--- config.mk ---
export PLATFORM = sky130hd
export DESIGN_NAME = rx_ring_engine
export DESIGN_NICKNAME = d
export VERILOG_FILES = /design/src/rtl/rx_ring_engine.sv
export SDC_FILE = /design/constraint.sdc
export NUM_CORES = 1
export LEC_CHECK = 0
export ABC_AREA = 1
export BUFFER_PORTS_ARGS = -buffer_cell sky130_fd_sc_hd__buf_4
export CAP_MARGIN = 20
export CELL_PAD_IN_SITES_DETAIL_PLACEMENT = 0
export CELL_PAD_IN_SITES_GLOBAL_PLACEMENT = 1
export CORE_MARGIN = 1
export CORE_UTILIZATION = 45
export CTS_BUF_LIST = sky130_fd_sc_hd__clkbuf_4 sky130_fd_sc_hd__clkbuf_8 sky130_fd_sc_hd__clkbuf_16
export DETAILED_ROUTE_END_ITERATION = 12
export MAX_ROUTING_LAYER = met4
export PLACE_DENSITY_LB_ADDON = 0.2
export SYNTH_ARGS = -nofsm -noshare
export SYNTH_HDL_FRONTEND = slang
export SYNTH_SLANG_ARGS = --single-unit
export TNS_END_PERCENT = 5
--- constraint.sdc ---
create_clock -name clk -period 6.1 [get_ports clk]
set_input_delay 0 -clock clk [delete_from_list [all_inputs] [get_ports clk]]
set_output_delay 0 -clock clk [all_outputs]
set_load 0.05 [all_outputs]
--- src/rtl/rx_ring_engine.sv ---
module rx_ring_engine #(
  parameter int MAX_FRAME = 2032,
  parameter int CW        = 16
) (
  input  logic        clk,
  input  logic        rst_n,
  input  logic        in_valid,
  input  logic [7:0]  in_data,
  input  logic        in_last,
  output logic        in_ready,
  output logic        mem_req,
  output logic        mem_we,
  output logic [31:0] mem_addr,
  output logic [31:0] mem_wdata,
  output logic [3:0]  mem_be,
  input  logic        mem_ack,
  input  logic [31:0] mem_rdata,
  input  logic        reg_we,
  input  logic [2:0]  reg_addr,
  input  logic [31:0] reg_wdata,
  output logic [31:0] reg_rdata,
  output logic        irq_o
);
  localparam logic [2:0] A_BASE = 3'd0, A_BUFSZ = 3'd1, A_CTRL = 3'd2, A_ACT = 3'd3,
                         A_EVT = 3'd4, A_MASK = 3'd5, A_OPT = 3'd6;
  localparam int B_E = 31, B_W = 29;
  localparam logic [31:0] M_E = 32'h8000_0000, M_L = 32'h0800_0000,
                          M_LG = 32'h0020_0000, M_TR = 32'h0001_0000;
  localparam logic [CW-1:0] LIM_WR = CW'(MAX_FRAME - 4);
  localparam logic [CW+2:0] MAXF = (CW+3)'(MAX_FRAME);

  typedef enum logic [3:0] {S_IDLE, S_DISC, S_RD0, S_RD1, S_GET, S_PUT,
                            S_WR, S_CLOSE, S_DROP, S_ARM} st_t;
  st_t st;

  logic [31:0]   base, ptr, bufsz, ctrl, w0, bufa, crc;
  logic [1:0]    evt, mask, pad_left, crc_idx;
  logic          active, arm_pend, shift16, phase_crc, final_q, close_fin;
  logic          buf_open, err_tr, err_lg;
  logic [7:0]    byte_q;
  logic [15:0]   fill;
  logic [CW-1:0] cnt;

  function automatic logic [31:0] crc_step(input logic [31:0] c, input logic [7:0] d);
    for (int i = 0; i < 8; i++) c = (c >> 1) ^ (32'hEDB8_8320 & {32{c[0] ^ d[i]}});
    return c;
  endfunction

  wire idle = (st == S_IDLE);

  logic [CW+2:0] fsize, fsize_cut;
  logic tr_n, lg_n;
  assign fsize     = {3'b000, cnt} + (CW+3)'(5);
  assign tr_n      = fsize > MAXF;
  assign fsize_cut = tr_n ? MAXF : fsize;
  assign lg_n      = tr_n || (fsize_cut > {{(CW-13){1'b0}}, ctrl[31:16]});

  logic [31:0] fcs;
  assign fcs = ~crc;

  assign in_ready = (st == S_GET && pad_left == 2'd0 && !phase_crc) ||
                    st == S_DISC || st == S_DROP ||
                    (idle && !active && !arm_pend);

  wire [31:0] wr_byte_addr = bufa + {16'b0, fill};
  wire [31:0] close_word = (w0 & ~(M_E | 32'h0000_FFFF)) |
                           (close_fin ? (M_L | (err_tr ? M_TR : 32'h0) | (err_lg ? M_LG : 32'h0)) : 32'h0) |
                           {16'b0, fill};

  always_comb begin
    mem_req   = 1'b0;
    mem_we    = 1'b0;
    mem_addr  = ptr;
    mem_wdata = close_word;
    mem_be    = 4'hF;
    case (st)
      S_RD0, S_ARM: mem_req = 1'b1;
      S_RD1: begin mem_req = 1'b1; mem_addr = ptr + 32'd4; end
      S_WR: begin
        mem_req = 1'b1; mem_we = 1'b1; mem_addr = wr_byte_addr;
        mem_wdata = {4{byte_q}};
        mem_be = 4'b0001 << wr_byte_addr[1:0];
      end
      S_CLOSE: begin mem_req = 1'b1; mem_we = 1'b1; end
      default: ;
    endcase
  end

  always_comb begin
    case (reg_addr)
      A_BASE:  reg_rdata = base;
      A_BUFSZ: reg_rdata = bufsz;
      A_CTRL:  reg_rdata = ctrl;
      A_ACT:   reg_rdata = {7'b0, active, 24'b0};
      A_EVT:   reg_rdata = {6'b0, evt, 24'b0};
      A_MASK:  reg_rdata = {6'b0, mask, 24'b0};
      A_OPT:   reg_rdata = {31'b0, shift16};
      default: reg_rdata = 32'b0;
    endcase
  end

  assign irq_o = |(evt & mask);

  wire [1:0] evt_clr = (reg_we && reg_addr == A_EVT) ? reg_wdata[25:24] : 2'b00;
  wire [1:0] evt_set = (st == S_CLOSE && mem_ack) ? (close_fin ? 2'b10 : 2'b01) : 2'b00;

  always_ff @(posedge clk) begin
    if (!rst_n) begin
      st <= S_IDLE;
      base <= '0; ptr <= '0; bufsz <= 32'h0000_0600; ctrl <= 32'h05EE_0001;
      w0 <= '0; bufa <= '0; crc <= '1;
      evt <= '0; mask <= '0; pad_left <= '0; crc_idx <= '0;
      active <= 1'b0; arm_pend <= 1'b0; shift16 <= 1'b0; phase_crc <= 1'b0;
      final_q <= 1'b0; close_fin <= 1'b0; buf_open <= 1'b0;
      err_tr <= 1'b0; err_lg <= 1'b0; byte_q <= '0; fill <= '0; cnt <= '0;
    end else begin
      evt <= (evt & ~evt_clr) | evt_set;
      if (reg_we) begin
        case (reg_addr)
          A_BASE:  begin base <= reg_wdata & ~32'h7; ptr <= reg_wdata & ~32'h7; end
          A_BUFSZ: bufsz <= reg_wdata & 32'h0000_3FF0;
          A_CTRL:  ctrl <= reg_wdata & 32'h07FF_003F;
          A_ACT:   if (!active) arm_pend <= 1'b1;
          A_MASK:  mask <= reg_wdata[25:24];
          A_OPT:   shift16 <= reg_wdata[0];
          default: ;
        endcase
      end
      case (st)
        S_IDLE: begin
          if (arm_pend) st <= S_ARM;
          else if (in_valid) begin
            if (active) begin
              crc <= '1; cnt <= '0; pad_left <= shift16 ? 2'd2 : 2'd0;
              phase_crc <= 1'b0; crc_idx <= '0; final_q <= 1'b0;
              buf_open <= 1'b0; err_tr <= 1'b0; err_lg <= 1'b0;
              st <= S_GET;
            end else if (!in_last) st <= S_DISC;
          end
        end
        S_DISC: if (in_valid && in_last) st <= S_IDLE;
        S_GET: begin
          if (pad_left != 2'd0) begin
            byte_q <= 8'h00; pad_left <= pad_left - 2'd1; cnt <= cnt + 1'b1;
            final_q <= 1'b0; st <= S_PUT;
          end else if (!phase_crc) begin
            if (in_valid) begin
              crc <= crc_step(crc, in_data);
              cnt <= cnt + 1'b1;
              if (in_last) begin
                phase_crc <= 1'b1; err_tr <= tr_n; err_lg <= lg_n;
              end
              if (cnt < LIM_WR) begin
                byte_q <= in_data; final_q <= 1'b0; st <= S_PUT;
              end
            end
          end else begin
            byte_q <= fcs[{crc_idx, 3'b000} +: 8];
            final_q <= (crc_idx == 2'd3);
            crc_idx <= crc_idx + 2'd1;
            st <= S_PUT;
          end
        end
        S_PUT: begin
          if (!buf_open) st <= S_RD0;
          else if (fill == bufsz[15:0]) begin close_fin <= 1'b0; st <= S_CLOSE; end
          else st <= S_WR;
        end
        S_WR: if (mem_ack) begin
          fill <= fill + 16'd1;
          close_fin <= final_q;
          st <= final_q ? S_CLOSE : S_GET;
        end
        S_CLOSE: if (mem_ack) begin
          buf_open <= 1'b0;
          ptr <= w0[B_W] ? base : ptr + 32'd8;
          st <= close_fin ? S_ARM : S_RD0;
        end
        S_RD0: if (mem_ack) begin
          w0 <= mem_rdata;
          st <= mem_rdata[B_E] ? S_RD1 : (phase_crc ? S_ARM : S_DROP);
        end
        S_RD1: if (mem_ack) begin
          bufa <= mem_rdata; buf_open <= 1'b1; fill <= '0; st <= S_PUT;
        end
        S_DROP: if (in_valid && in_last) st <= S_ARM;
        S_ARM: if (mem_ack) begin
          active <= mem_rdata[B_E]; arm_pend <= 1'b0; st <= S_IDLE;
        end
        default: st <= S_IDLE;
      endcase
    end
  end
endmodule


==> impl_metrics.json, run 1 <==
{
  "run_status": "finished, final reports clean",
  "maxCapViolations": 0,
  "start_kind": "flip-flop",
  "dp_hpwl_mm": 43.4,
  "cts-root-buf": "clkbuf_16",
  "setup_viol": 0,
  "viasPerCell": 5.56,
  "ir_drop_v": 0.000219,
  "yosys-mux-area-fraction_pct": 0.134,
  "detailroute.via_count": 17000,
  "dieWidth_um": 184,
  "synth-xor-area-share_pct": 4.04,
  "cts.sinks": 228,
  "grt_max_degree": 65,
  "synthCells": 2365,
  "fmax_ghz": 0.298,
  "grt-busiest-layer": "met2",
  "hold_class": "input port to flip-flop",
  "yosys.area.top_type_share_pct": 30.5,
  "crit_arrival_ns": 3.36,
  "synth_fa_ha_area_share_pct": 2.98,
  "ys_seq_area_share_pct": 30.5,
  "cts_buffers": 27,
  "nets": 2714,
  "synthArstFlopShare_pct": 0,
  "grt_pass1_wl_mm": 89.3,
  "core_area_um2": 32600,
  "crit_required_ns": 6.10,
  "fin_tns_setup_ns": 0,
  "avgSynthCellArea_um2": 6.32,
  "design_area_um2": 18500,
  "grt_usage_pct": 34.8,
  "synth_top_family_by_area": "simple AND/OR/NAND/NOR gates",
  "n_antenna_cell": 0,
  "cts_buffer_depth": 3,
  "synthTopCellsByArea": "dfxtp_1 (31%), nand2_1 (14%), a21oi_1 (8.5%), o21ai_0 (7.8%), inv_1 (6.7%)",
  "die_y_um": 184,
  "clk_latency_ns": 0.56,
  "synth_edf_count": 0,
  "use_met3_pct": 3.24,
  "synth_seq_cells": 228,
  "rsz0062_at_grt": "false",
  "grt_antenna_before_repair": 0,
  "fin_skew_ns": 0.0137,
  "slew_violations": 0,
  "first_global_vias": 15700,
  "grtUsageMet1_pct": 44.8,
  "critPathCaptureType": "output port",
  "syn_area_um2": 14900,
  "max_stage_delay_ns": 0.54,
  "routed_wl_mm": 58.2,
  "placed_area_um2": 16600,
  "post_cts_resized": 0,
  "post_cts_buffers": 0,
  "drtIter0Drc": 1611,
  "synth_compound_area_share_pct": 22.9,
  "r2r_setup_slack_ns": 3.01,
  "syn_nets": 2481,
  "synth_top_cell_by_area": "dfxtp_1",
  "path_cells": "ha_1 -> nand2_1 -> nor2_4 -> inv_1 -> nor2_1 -> inv_1 -> nor2_1 -> nand3_1 -> o21ai_0 -> o21ai_0 -> nand2_1 -> buf_4",
  "worst_slew_pin_slew_ns": 0.963,
  "synth_warnings": 0,
  "worstSetupPathType": "flip-flop to output port",
  "placementRows": 66,
  "path_max_fanout": 6,
  "ys_types": 55,
  "final_layout_size_suffix_gt1_share_pct": 11.4,
  "power_density_nw_per_um2": 219,
  "drc": 0,
  "drt-wirelength-per-cell_um": 19.0,
  "slew_headroom_pct": 35.7,
  "worst_path_dominant_cell_family": "simple AND/OR/NAND/NOR gates",
  "gp_congestion": 0.981,
  "start_util_pct": 45.8,
  "grt_util_met2_pct": 57.0,
  "ctsHoldBuffers": 102,
  "postRouteAntennaNets": 0,
  "synthSimpleGateAreaFrac_pct": 29.7,
  "drt_first_pass_iters": 5,
  "cts_tree": "done",
  "clk_pin_slew_worst_paths_ns": 0.06,
  "ios": 185,
  "hold_viol": 0,
  "yosys_most_used_dff": "dfxtp_1",
  "finalCritPeriodShare_pct": 55.0,
  "min_period_ns": 3.36,
  "dieArea_um2": 33900,
  "overflow": 0,
  "syn2layout_area_growth_pct": 23.5,
  "cts_max_level": 1,
  "port_buffers": 184,
  "cp.buffers_inverters": 3,
  "p_leak_uw": 0.00782,
  "critPathSlowestCell": "dfxtp_1"
}
metrics by stage:
step	hold WS (ns)	util, %	worst slack (ns)	power (uW)	std cells
4_1_cts	0.0204	56.6	2.73	4040	3056
2_1_floorplan	0.126	-	3.42	2190	2365
3_5_place_dp	0.243	50.9	3.06	2420	2909
5_1_grt	0.0826	56.6	2.56	4210	3056
6_report	0.0543	56.6	2.74	4030	3056
3_3_place_gp	0.238	50.8	3.16	2410	2908
where the power goes:
| group | internal (uW) | switching [uW] |
|---|---|---|
| combinational | 299 | 521 |
| clock | 919 | 674 |
| sequential | 1550 | 66.6 |
| total | 2770 | 1260 |
registers in the layout (all words and copies together) (netlist names), 10 cells and up:
| register | flops |
|---|---|
| cnt | 16 |
| ptr | 32 |
| fill | 16 |
| bufa | 32 |
| base | 29 |
| crc | 32 |
| ctrl | 17 |
| w0 | 15 |
| bufsz | 10 |
Yosys cell counts (3+ instances only):
cell / n
buf_1: 4
dfxtp_1: 228
o21a_1: 3
buf_4: 5
nor2_1: 222
nor2_2: 8
a31oi_1: 10
a22o_1: 4
xnor2_1: 22
buf_2: 20
o21bai_1: 5
nor3_1: 37
inv_2: 12
nand2_1: 539
a21oi_1: 255
ha_1: 34
clkbuf_1: 64
a211oi_1: 18
o21ai_0: 232
o221ai_1: 14
o211ai_1: 35
o21ai_1: 11
nor4_1: 7
o22ai_1: 15
nand2_2: 12
nand3_1: 158
nand4_1: 25
xor2_1: 47
nand3_2: 3
nor2_4: 6
nor3b_1: 5
inv_1: 266
or2_2: 3
o2111ai_1: 3
worst register-to-register path, stage by stage (launching register included):
cell,delay [ns]
dfxtp_1,0.37
ha_1,0.22
inv_1,0.09
nand2_1,0.10
nand2_1,0.08
nor2_1,0.23
nand3_1,0.11
a21oi_1,0.14
nand2_1,0.10
nor2_4,0.20
nand2_2,0.12
a21oi_1,0.16
ha_1,0.26
nand2_1,0.08
inv_1,0.04
nand2_1,0.05
nand2_1,0.05
nand2_1,0.05
nand3_1,0.07
nand2_1,0.06
nand3_1,0.06
nand2_1,0.07
nand3_1,0.08
nand2_1,0.08
a21oi_1,0.06
cells by family (layout without fill, tap and decap cells):
| family | Yosys count | after routing |
|---|---|---|
| simple gates | 1037 | 1037 |
| compound gates | 619 | 619 |
| buf+inv | 375 | 624 |
| flops | 228 | 228 |
| xor+xnor | 69 | 69 |
| fa+ha+maj | 35 | 35 |
| mux | 2 | 2 |
path summary, 6_finish.rpt:
kind | from | endpoint | cells past startpoint
max reg2reg | cnt[0] | err_lg | 24
min | in_data[1] | byte_q[1] | 5
min reg2reg | w0[20] | w0[20] | 2
max | ptr[3] | mem_addr[17] | 12
area by class of cell:
cell class / instances / area [um^2]
repair buffers: 298 / 2510
multi-input cells: 1762 / 8920
well taps: 442 / 553
clock buffers: 36 / 768
flip-flops and latches: 228 / 4560
clock inverters: 9 / 78.8
fillers: 3252 / 14200
inverters: 281 / 1060
placed cells by master (no fill, tap or decap), types with 3 or more instances in the layout:
| master | netlist | layout |
|---|---|---|
| a211oi_1 | 18 | 18 |
| a21oi_1 | 255 | 255 |
| a22o_1 | 4 | 4 |
| a31oi_1 | 10 | 10 |
| buf_4 | 5 | 195 |
| clkbuf_16 | 0 | 27 |
| clkbuf_4 | 0 | 5 |
| clkbuf_8 | 0 | 4 |
| clkinv_2 | 0 | 6 |
| dfxtp_1 | 228 | 228 |
| dlygate4sd3_1 | 0 | 102 |
| ha_1 | 34 | 34 |
| inv_1 | 266 | 266 |
| inv_2 | 12 | 13 |
| nand2_1 | 539 | 539 |
| nand2_2 | 12 | 12 |
| nand3_1 | 158 | 158 |
| nand3_2 | 3 | 3 |
| nand4_1 | 25 | 25 |
| nor2_1 | 222 | 222 |
| nor2_2 | 8 | 8 |
| nor2_4 | 6 | 6 |
| nor3_1 | 37 | 37 |
| nor3b_1 | 5 | 5 |
| nor4_1 | 7 | 7 |
| o2111ai_1 | 3 | 3 |
| o211ai_1 | 35 | 35 |
| o21a_1 | 3 | 3 |
| o21ai_0 | 232 | 232 |
| o21ai_1 | 11 | 11 |
| o21bai_1 | 5 | 5 |
| o221ai_1 | 14 | 14 |
| o22ai_1 | 15 | 15 |
| or2_2 | 3 | 3 |
| xnor2_1 | 22 | 22 |
| xor2_1 | 47 | 47 |
layer usage:
metal,vias up,share of wire [%]
li1,8345,-
met1,7898,43
met2,641,47
met3,105,6.5
met4,0,3.3
met5,-,0
No activity file was read; power rests on OpenSTA's default activity.
==> inputs of run 2 (changes only) <==
Settings changed: CORE_UTILIZATION 45 to 38.
Clock period 6.1 ns to 2.9 ns, I/O delays scaled along.
==> impl_metrics.json, run 2 (synthesis results as in run 1) <==
{
  "first_global_vias": 16100,
  "clk_latency_ns": 0.58,
  "place_inst": 3030,
  "fillers": 4016,
  "grt_util_met2_pct": 49.3,
  "detailroute.via_count": 17100,
  "power_frac_comb_pct": 20.2,
  "placed_area_um2": 17000,
  "hold_depth": 5,
  "gp_congestion": 0.957,
  "run_status": "finished, final reports clean",
  "postRouteAntennaNets": 0,
  "pwr-share-clk_pct": 41.7,
  "r2r.worst_path.cells": 21,
  "die_y_um": 200,
  "dieWidth_um": 200,
  "drt-wirelength-per-cell_um": 19.1,
  "worst_slew_pin_slew_ns": 0.798,
  "setup_viol": 0,
  "grt_pass1_wl_mm": 92.6,
  "worst_path_dominant_cell_family": "simple AND/OR/NAND/NOR gates",
  "dieArea_um2": 40100,
  "grt_antenna_before_repair": 1,
  "nets": 2766,
  "internal_power_uw": 6120,
  "viasPerCell": 5.35,
  "use_met3_pct": 3.48,
  "worstSetupPathType": "flip-flop to output port",
  "slew_violations": 0,
  "fin_tns_setup_ns": 0,
  "final_cell_mix": "nand2_1 (526), inv_1 (265), a21oi_1 (252)",
  "cts_buffer_depth": 3,
  "grt-busiest-layer": "met2",
  "grt_max_degree": 72,
  "overflow": 0,
  "hold_end": "byte_q[6]",
  "fin_cells": 3190,
  "finalCritPeriodShare_pct": 97.6,
  "cts_tree": "done",
  "min_period_ns": 2.83,
  "start_kind": "flip-flop",
  "rsz0062_at_grt": "true",
  "grtUsageMet1_pct": 38.4,
  "rr_endpoint": "err_lg",
  "drtIter0Drc": 1393,
  "ir_drop_v": 0.000484,
  "max_stage_delay_ns": 0.37,
  "placementRows": 72,
  "final_layout_size_suffix_gt1_share_pct": 15.7,
  "ios": 185,
  "grt_usage_pct": 30.1,
  "drt_first_pass_iters": 6,
  "hold_class": "input port to flip-flop",
  "switchingPower_uw": 2760,
  "dp_hpwl_mm": 46.0,
  "start_util_pct": 38.6,
  "maxCapViolations": 0,
  "critPathSlowestCell": "dfxtp_1",
  "p_leak_uw": 0.00817,
  "min-delay-start": "in_data[6]",
  "drc": 0,
  "r2r_start": "cnt[6]",
  "cts_max_level": 1,
  "swShare_pct": 31.1,
  "syn2layout_area_growth_pct": 29.5,
  "seq_power_share_pct": 38.1,
  "cp.buffers_inverters": 2,
  "slew_headroom_pct": 46.7,
  "crit_top_cell": "nand2_1",
  "mostFrequentLayoutCell": "nand2_1",
  "cts_buffers": 29,
  "fmax_ghz": 0.353,
  "hold_viol": 0,
  "worst_hold_slack_ns": 0.0533,
  "design_area_um2": 19400,
  "clk_pin_slew_worst_paths_ns": 0.06,
  "critPathCaptureType": "output port",
  "crit_required_ns": 2.90,
  "fin_skew_ns": 0.0137,
  "port_buffers": 184,
  "cts-root-buf": "clkbuf_16",
  "path_cells": "ha_1 -> nand2_1 -> nor2_4 -> nand2_1 -> nor2_1 -> nand2_1 -> inv_1 -> nand3_1 -> nor2_1 -> mux2i_1 -> nand2_1 -> buf_4",
  "r2r_setup_slack_ns": 0.10,
  "reg_top3": "bufa x32, crc x32, ptr x32",
  "core_area_um2": 38700,
  "crit_arrival_ns": 2.83,
  "path_max_fanout": 6,
  "p_total_uw": 8880,
  "power_density_nw_per_um2": 459,
  "routed_wl_mm": 60.9,
  "cts.sinks": 228
}
## run 2: timing repair
item                                    4_1_cts  5_1_grt
endpoints found under the hold margin       170        0
cloned                                        0        1
hold buffers                                103        0
gates resized for setup                      16       72
pin swaps                                     0       10
endpoints found under the setup margin       20       26
setup buffers                                 0        3
## run 2: worst min-delay path: stages
cell     delay (ns)
buf_4          0.11
inv_1          0.06
o21ai_0        0.16
o21ai_0        0.20
nor2_1         0.05
## run 2: cell type report
type                            count  area, um^2  share of cell area (%)
Sequential cell                   228        4590                    23.7
Timing Repair Buffer              347        2900                    15.0
Inverter                          281        1060                    5.47
Clock buffer                       39         838                    4.33
Tap cell                          518         648                    3.35
Multi-Input combinational cell   1763        9190                    47.5
Antenna cell                        2        5.00                  0.0259
Clock inverter                     12         120                   0.621
## run 2: power groups by stage
stage          Combinational [uW]  Clock (uW)  Sequential [uW]
2_1_floorplan                1180           0             3420
3_3_place_gp                 1670           0             3450
3_5_place_dp                 1680           0             3450
4_1_cts                      1770        3780             3380
5_1_grt                      1980        3890             3400
6_report                     1790        3700             3390
## run 2: metrics by stage
step           setup WS [ns]  utilization, %
2_1_floorplan          0.221               -
3_3_place_gp         -0.0332            44.0
3_5_place_dp         -0.0736            44.0
4_1_cts              -0.0510            49.3
5_1_grt               -0.118            50.0
6_report              0.0706            50.0
## run 2: worst max path at each step
stage | start | end | depth (start not counted)
floorplan | fill[0] | mem_addr[18] | 13
global placement | cnt[0] | err_lg | 24
detailed placement | cnt[0] | err_lg | 24
CTS | cnt[5] | err_lg | 22
global route | cnt[9] | err_lg | 21
finish | ptr[4] | mem_addr[29] | 12
## run 2: routing by layer
| layer | wire [um] | part of all wire, % |
|---|---|---|
| met5 | 0 | 0 |
| met4 | 2230 | 3.7 |
| met1 | 26900 | 44 |
| met2 | 28800 | 47 |
| met3 | 3070 | 5.0 |
==> inputs of run 3 (changes only) <==
Settings changed: CELL_PAD_IN_SITES_DETAIL_PLACEMENT 0 to 1, CTS_CLUSTER_DIAMETER set to 30.
==> impl_metrics.json, run 3 (synthesis results as in run 1) <==
{
  "drc": 0,
  "gp_congestion": 0.957,
  "hold_viol": 0,
  "r2r.worst_path.cells": 22,
  "worst_slew_pin_slew_ns": 0.809,
  "grt_pass1_wl_mm": 107,
  "placementRows": 72,
  "path_max_fanout": 6,
  "dp_hpwl_mm": 49.5,
  "p_leak_uw": 0.00894,
  "ios": 185,
  "core_area_um2": 38700,
  "nets": 2805,
  "die_y_um": 200,
  "ir_drop_v": 0.000515,
  "final_cell_mix": "nand2_1 (519), inv_1 (261), a21oi_1 (245), buf_4 (245), o21ai_0 (220)",
  "postRouteAntennaNets": 0,
  "grt_antenna_before_repair": 2,
  "drtIter0Drc": 1161,
  "drt-wirelength-per-cell_um": 21.6,
  "syn2layout_area_growth_pct": 40.7,
  "drt_first_pass_iters": 5,
  "maxCapViolations": 0,
  "slew_violations": 0,
  "clk_pin_slew_worst_paths_ns": 0.04,
  "finalCritPeriodShare_pct": 99.7,
  "cts_buffer_depth": 3,
  "min_period_ns": 2.89,
  "dieArea_um2": 40100,
  "hold_class": "input port to flip-flop",
  "fin_skew_ns": 0.0242,
  "power_density_nw_per_um2": 635,
  "min-delay-start": "in_data[6]",
  "fmax_ghz": 0.346,
  "grt_usage_pct": 34.8,
  "cts-root-buf": "clkbuf_16",
  "final_layout_size_suffix_gt1_share_pct": 19.9,
  "routed_wl_mm": 70.7,
  "cts_max_level": 3,
  "start_util_pct": 38.6,
  "overflow": 0,
  "viasPerCell": 5.60,
  "port_buffers": 184,
  "slew_headroom_pct": 46.0,
  "first_global_vias": 19000,
  "fin_tns_setup_ns": 0,
  "start_kind": "flip-flop",
  "grt_max_degree": 72,
  "dieWidth_um": 200,
  "critPathCaptureType": "flip-flop",
  "reg_top3": "bufa x32, crc x32, ptr x32",
  "cp-startpoint": "cnt[1]",
  "r2r_setup_slack_ns": 0.008,
  "run_status": "finished, final reports clean",
  "worstSetupPathType": "flip-flop to flip-flop",
  "crit_required_ns": 3.42,
  "cts_tree": "done",
  "cts_buffers": 72,
  "crit_arrival_ns": 3.41,
  "endpoint": "err_lg",
  "r2r_start": "cnt[1]",
  "worst_hold_slack_ns": 0.0732,
  "rr_endpoint": "err_lg",
  "rsz0062_at_grt": "true",
  "mostFrequentLayoutCell": "nand2_1",
  "setup_viol": 0,
  "cts.sinks": 228,
  "clk_latency_ns": 0.59,
  "detailroute.via_count": 18300
}
## run 3: changes by cell type in the layout (fill, tap and decap cells not counted), sizes merged
| cell | delta |
|---|---|
| buf | +7 |
| bufinv | +5 |
| clkbuf | +56 |
| clkinv | +15 |
| clkinvlp | +2 |
| diode | +2 |
| dlygate4sd3 | -11 |
| inv | +1 |
## run 3: power by group
group | internal (uW) | leakage [uW] | switching (uW)
combinational | 665 | 0.00583 | 1220
sequential | 3290 | 0.00186 | 128
clock | 5610 | 0.00126 | 2450
## run 3: cell type report
class                   count  area [um^2]
multi-input cells        1763         9330
clock inverters            35          475
well taps                 518          648
repair buffers            343         2850
clock buffers              95         2060
inverters                 281         1060
diodes                      4         10.0
fillers                  5019        17700
flip-flops and latches    228         4600
## run 3: worst min path at each step
stage / slack (ns) / endpoint / cells after the start
2_1_floorplan: 0.13 / ctrl[0] / 2
3_3_place_gp: 0.23 / ctrl[0] / 3
3_5_place_dp: 0.24 / ctrl[23] / 3
4_1_cts: 0.02 / byte_q[6] / 5
5_1_grt: 0.07 / byte_q[6] / 5
6_report: 0.07 / byte_q[6] / 5
## run 3: metal layers
layer / vias to the layer above / part of all wire (%) / GRT usage [%]
li1: 8555 / - / -
met1: 9011 / 41 / 40.9
met3: 165 / 4.8 / 4.78
met4: 0 / 3.6 / 14.4
met2: 567 / 50 / 59.5
met5: - / 0 / -
## run 3: through the flow
| step | cells | cell area (um^2) | util [%] | total power, uW | setup slack [ns] |
|---|---|---|---|---|---|
| finish | 3267 | 21000 | 54.3 | 13400 | 0.00816 |
| global route | 3267 | 21000 | 54.3 | 13800 | -0.146 |
| CTS | 3253 | 20600 | 53.2 | 13400 | -0.0675 |
| detailed placement | 3030 | 17000 | 44.0 | 5180 | -0.207 |
| global placement | 3030 | 17000 | 44.0 | 5120 | -0.0332 |
| floorplan | 2365 | 14900 | - | 4610 | 0.221 |
## run 3: critical path, stage by stage, from the launching register on
cell,delay (ns)
dfxtp_2,0.35
ha_4,0.17
inv_4,0.05
nand2_4,0.07
nand2_4,0.06
nor2_4,0.15
nand3_2,0.09
a21oi_2,0.14
nand2_1,0.09
nor2_4,0.20
buf_12,0.14
nand3_1,0.13
ha_4,0.32
nand2_1,0.08
nor2_2,0.16
nand2_1,0.08
nand3_1,0.08
nand2_1,0.05
nand3_1,0.07
nand2_1,0.09
nand3_2,0.07
nand2_1,0.05
a21oi_1,0.13
## run 3: what timing repair did
item	4_1_cts	5_1_grt
pin swaps	1	28
hold endpoints to repair	170	0
setup buffers	1	10
gates resized for setup	31	114
gates cloned	0	1
endpoints found under the setup margin	23	27
hold buffers	92	0
